`config.mk`:
```
export PLATFORM = sky130hd
export DESIGN_NAME = dma_req_arbiter
export DESIGN_NICKNAME = d
export VERILOG_FILES = /design/src/rtl/dra_pkg.sv /design/src/rtl/dra_req_sync.sv /design/src/rtl/dra_prio_pick.sv /design/src/rtl/dra_arb_ctrl.sv /design/src/rtl/dma_req_arbiter.sv
export SDC_FILE = /design/constraint.sdc
export NUM_CORES = 1
export LEC_CHECK = 0
export BUFFER_PORTS_ARGS = -buffer_cell sky130_fd_sc_hd__buf_2
export CORE_UTILIZATION = 50
export CTS_CLUSTER_DIAMETER = 200
export DETAILED_ROUTE_END_ITERATION = 7
export PLACE_DENSITY = 0.77
export SLEW_MARGIN = 10
export SYNTH_ARGS = -nofsm -noshare
export SYNTH_HDL_FRONTEND = slang
export SYNTH_HIERARCHICAL = 1
export SYNTH_SLANG_ARGS = --single-unit
```
`constraint.sdc`:
```
create_clock -name clk -period 2 [get_ports clk]
set_input_delay 0 -clock clk [delete_from_list [all_inputs] [get_ports clk]]
set_output_delay 0 -clock clk [all_outputs]
set_load 0.02 [all_outputs]
```
`src/rtl/dra_pkg.sv`:
```
package dra_pkg;

    typedef enum logic [1:0] {
        ST_IDLE  = 2'd0,
        ST_WAIT  = 2'd1,
        ST_GRANT = 2'd2
    } arb_state_e;

    // index + step, wrapped into 0 .. n-1 (step < n)
    function automatic int wrap_add(input int idx, input int step, input int n);
        int s;
        s = idx + step;
        if (s >= n) s = s - n;
        return s;
    endfunction

endpackage

```
`src/rtl/dra_req_sync.sv`:
```
module dra_req_sync #(
    parameter int NUM_CH      = 4,
    parameter int SYNC_STAGES = 2
) (
    input  logic              clk,
    input  logic              rst,
    input  logic [NUM_CH-1:0] req_in,
    output logic [NUM_CH-1:0] req_out
);
    logic [NUM_CH-1:0] stage_q [SYNC_STAGES];

    always_ff @(posedge clk) begin
        if (rst) stage_q[0] <= '0;
        else     stage_q[0] <= req_in;
    end

    for (genvar s = 1; s < SYNC_STAGES; s++) begin : g_stage
        always_ff @(posedge clk) begin
            if (rst) stage_q[s] <= '0;
            else     stage_q[s] <= stage_q[s-1];
        end
    end

    assign req_out = stage_q[SYNC_STAGES-1];
endmodule

```
`src/rtl/dra_prio_pick.sv`:
```
module dra_prio_pick #(
    parameter int NUM_CH = 4,
    localparam int IDX_W = $clog2(NUM_CH)
) (
    input  logic [NUM_CH-1:0] pend,
    input  logic [IDX_W-1:0]  top,
    output logic              found,
    output logic [IDX_W-1:0]  win
);
    logic [IDX_W-1:0] cand [NUM_CH];

    for (genvar k = 0; k < NUM_CH; k++) begin : g_cand
        assign cand[k] = IDX_W'(dra_pkg::wrap_add(int'(top), k, NUM_CH));
    end

    // walk from lowest rank upward so the highest-ranked pending channel is kept last
    always_comb begin
        found = 1'b0;
        win   = '0;
        for (int k = NUM_CH - 1; k >= 0; k--) begin
            if (pend[cand[k]]) begin
                found = 1'b1;
                win   = cand[k];
            end
        end
    end
endmodule

```
`src/rtl/dra_arb_ctrl.sv`:
```
module dra_arb_ctrl
    import dra_pkg::*;
#(
    parameter int NUM_CH = 4,
    localparam int IDX_W = $clog2(NUM_CH)
) (
    input  logic              clk,
    input  logic              rst,
    input  logic              pend_any,
    input  logic              win_found,
    input  logic [IDX_W-1:0]  win_idx,
    input  logic              hold_ack,
    input  logic              xfer_done,
    input  logic              rotate_mode,
    output logic              hold_req,
    output logic [NUM_CH-1:0] grant_vec,
    output logic [IDX_W-1:0]  top_idx
);
    arb_state_e        state_q;
    logic [NUM_CH-1:0] grant_q;
    logic [IDX_W-1:0]  gidx_q;
    logic [IDX_W-1:0]  top_q;

    always_ff @(posedge clk) begin
        if (rst) begin
            state_q <= ST_IDLE;
            grant_q <= '0;
            gidx_q  <= '0;
            top_q   <= '0;
        end else begin
            case (state_q)
                ST_IDLE: begin
                    if (pend_any) state_q <= ST_WAIT;
                end
                ST_WAIT: begin
                    if (!pend_any) begin
                        state_q <= ST_IDLE;
                    end else if (hold_ack && win_found) begin
                        grant_q <= NUM_CH'(1) << win_idx;
                        gidx_q  <= win_idx;
                        state_q <= ST_GRANT;
                    end
                end
                ST_GRANT: begin
                    if (xfer_done) begin
                        grant_q <= '0;
                        top_q   <= IDX_W'(wrap_add(int'(gidx_q), 1, NUM_CH));
                        state_q <= pend_any ? ST_WAIT : ST_IDLE;
                    end else if (!hold_ack) begin
                        grant_q <= '0;
                        state_q <= pend_any ? ST_WAIT : ST_IDLE;
                    end
                end
                default: begin
                    grant_q <= '0;
                    state_q <= ST_IDLE;
                end
            endcase
            if (!rotate_mode) top_q <= '0;
        end
    end

    assign hold_req  = (state_q != ST_IDLE);
    assign grant_vec = grant_q;
    assign top_idx   = rotate_mode ? top_q : '0;
endmodule

```
`src/rtl/dma_req_arbiter.sv`:
```
module dma_req_arbiter #(
    parameter int NUM_CH      = 4,
    parameter int SYNC_STAGES = 2
) (
    input  logic              clk,
    input  logic              rst,
    input  logic [NUM_CH-1:0] req_async,
    input  logic [NUM_CH-1:0] chan_enable,
    input  logic              rotate_mode,
    input  logic              hold_ack,
    input  logic              xfer_done,
    output logic              hold_req,
    output logic [NUM_CH-1:0] ack_n
);
    localparam int IDX_W = $clog2(NUM_CH);

    logic [NUM_CH-1:0] req_sync;
    logic [NUM_CH-1:0] pending;
    logic              win_found;
    logic [IDX_W-1:0]  win_idx;
    logic [IDX_W-1:0]  top_idx;
    logic [NUM_CH-1:0] grant_vec;

    dra_req_sync #(.NUM_CH(NUM_CH), .SYNC_STAGES(SYNC_STAGES)) u_sync (
        .clk     (clk),
        .rst     (rst),
        .req_in  (req_async),
        .req_out (req_sync)
    );

    assign pending = req_sync & chan_enable;

    dra_prio_pick #(.NUM_CH(NUM_CH)) u_pick (
        .pend  (pending),
        .top   (top_idx),
        .found (win_found),
        .win   (win_idx)
    );

    dra_arb_ctrl #(.NUM_CH(NUM_CH)) u_ctrl (
        .clk         (clk),
        .rst         (rst),
        .pend_any    (|pending),
        .win_found   (win_found),
        .win_idx     (win_idx),
        .hold_ack    (hold_ack),
        .xfer_done   (xfer_done),
        .rotate_mode (rotate_mode),
        .hold_req    (hold_req),
        .grant_vec   (grant_vec),
        .top_idx     (top_idx)
    );

    assign ack_n = ~(grant_vec & {NUM_CH{hold_ack}});
endmodule

```
==> results.cfg <==
[sta]
max-slew-margin-rel_pct = 76.2
setup_viol = 0
rsz0062_at_grt = false
slew_viol_final = 0
finalWorstSetupSlack_ns = 0.150
tightestPinTransition_ns = 0.356
max_freq_mhz = 540
min_period_ns = 1.85
post-route-period-util_pct = 92.5
finalSetupTns_ns = 0
finalHoldViolCount = 0
fin_skew_ns = 0.00471

[yosys]
synth_seq_cells = 18
yosys_warnings = 6
syn_nets = 98
synth_cell_types = 29
synth_top_flop_cell = dfxtp_1
synth-edff-count = 0
syn_inst = 85
avgSynthCellArea_um2 = 9.29
async_flop_share_pct = 0
synthesis.area_um2 = 790
yosysSeqAreaShare_pct = 45.6

[die]
start_util_pct = 57.1
dieArea_mm2 = 0.00174
die_w_um = 41.7
num_io_pins = 18
num_rows = 13
design.core.area_mm2 = 0.00138
dieHeight_um = 41.7

[clock_network]
cts_setup_buffers = 0
cts_max_path_buffers = 2
cts_hold_buf = 4
cts_tree = built
cts_buffers = 3
cts-root-buf = clkbuf_4
cts.htree.levels = 1
path_clk_slew_ns = 0.10
cts_resized = 0
clock_sinks = 18
clkLatencyLatePin_ns = 0.28

[routing]
route.vias.total = 667
wl_per_cell_um = 11.7
antenna_left = 0
first_iter_violations = 25
dr.pass1.iters = 4
drt-total-wl_mm = 1.44
post_drt_via_cell_ratio = 5.42
remaining_drc_errors = 0

[final_layout]
fin_nets = 123
area_growth_pct = 20.4
final_util_pct = 68.8
mostFrequentLayoutCells = dfxtp_1, buf_2, nor2_1, nor2b_1, nand2b_1
layout_commonest_cell = dfxtp_1
num_antenna_cells = 0
layout-drive-gt1-share_pct = 24.1

[run_status]
status = finished, final reports clean

[power]
leakage_nw = 0.399
power_density_mw_per_mm2 = 632
ir_worst_vdd_uv = 492
p_total_w = 0.000601

[grt]
grt_pass1_vias = 562
grt_pass1_wl_mm = 2.40
track_usage_pct = 17.8
grt_max_degree = 18
antenna_found_initial = 0
grt_overflow = 0

[min_path]
hp-class = in2reg

[critical_path]
worstPathRequired_ns = 2.24
slowest_stage = or4_1
cp.arrival_ns = 2.09
start_kind = register
worst-setup-path-type = reg2reg
crit_chain = and2_1, or4_1, a31o_1, a221oi_2, a32o_1
critPathCaptureType = register
slowest_delay_ns = 0.54
worst-path-max-fanout = 5

[placed_design]
portBuffers = 17
dp_hpwl_mm = 1.02
dp_slack_ns = 0.185
globalplace.congestion = 0.728

[run]
max-cap-violations = 0
-- registers in the layout, summed over array words and instances (netlist names) --
signal	count
u_ctrl/gidx_q	2
u_sync/stage_q	8
u_ctrl/top_q	2
u_ctrl/grant_vec	4
u_ctrl/state_q	2
-- worst max-delay path, delay by kind of cell (launching register included) --
family           cells  cell delay, ns
flip-flops           1            0.31
AO/OA/AOI/OAI        3            0.76
AND/OR/NAND/NOR      2            0.73
-- kinds of logic after synthesis --
logic type / after synthesis / synth area share, %
buf+inv: 4 / 2.06
simple gates: 46 / 32.6
mux: 4 / 5.07
xor+xnor: 1 / 1.11
flops: 18 / 45.6
compound gates: 12 / 13.5
-- per-stage QoR --
| stage | cells | area [µm²] | hold WS (ns) |
|---|---|---|---|
| 4_1_cts | 123 | 951 | 0.00873 |
| 3_3_place_gp | 116 | 888 | 0.207 |
| 2_1_floorplan | 85 | 790 | 0.0716 |
| 6_report | 123 | 951 | 0.00966 |
| 3_5_place_dp | 116 | 888 | 0.214 |
| 5_1_grt | 123 | 951 | 0.0344 |
-- layer usage --
| layer | wire [µm] | up-vias | track usage, % | share of wire [%] |
|---|---|---|---|---|
| li1 | - | 339 | - | - |
| met3 | 51 | 2 | 3.91 | 3.5 |
| met2 | 689 | 14 | 27.2 | 48 |
| met4 | 15 | 0 | 7.74 | 1.0 |
| met1 | 683 | 312 | 24.1 | 47 |
| met5 | 0 | - | 0 | 0 |
-- area by class of cell --
type / instances / area, µm²
Clock buffer: 3 / 22.5
Fill cell: 119 / 432
Multi-Input combinational cell: 63 / 413
Timing Repair Buffer: 21 / 125
Tap cell: 15 / 18.8
Inverter: 3 / 11.3
Sequential cell: 18 / 360
-- synthesized netlist by cell type (all sizes together), types with 2 or more instances --
cell type | instances | area share [%]
nor2 | 9 | 4.3
nand2 | 6 | 2.9
and3 | 2 | 1.6
nand2b | 7 | 5.5
nor2b | 9 | 7.1
a32o | 2 | 2.5
and2 | 6 | 5.1
mux2i | 4 | 5.1
inv | 3 | 1.4
dfxtp | 18 | 46
o2bb2ai | 2 | 2.2
a21oi | 2 | 1.3
a211oi | 2 | 2.5
-- final timing paths --
check	start	to	slack (ns)	depth (start not counted)
max	u_sync/stage_q[1][3]	u_ctrl/grant_vec[0]	0.15	5
min reg2reg	u_sync/stage_q[0][3]	u_sync/stage_q[1][3]	0.45	1
min	rotate_mode	u_ctrl/top_q[0]	0.01	3
max reg2reg	u_sync/stage_q[1][3]	u_ctrl/grant_vec[0]	0.15	5
-- power breakdown --
group          switching (W)  internal (W)  leakage, nW
sequential        0.00000348      0.000367        0.147
combinational      0.0000276     0.0000300        0.238
clock               0.000103     0.0000698       0.0138
total               0.000134      0.000467        0.399
Note: power is estimated with default switching activity, not from simulation.
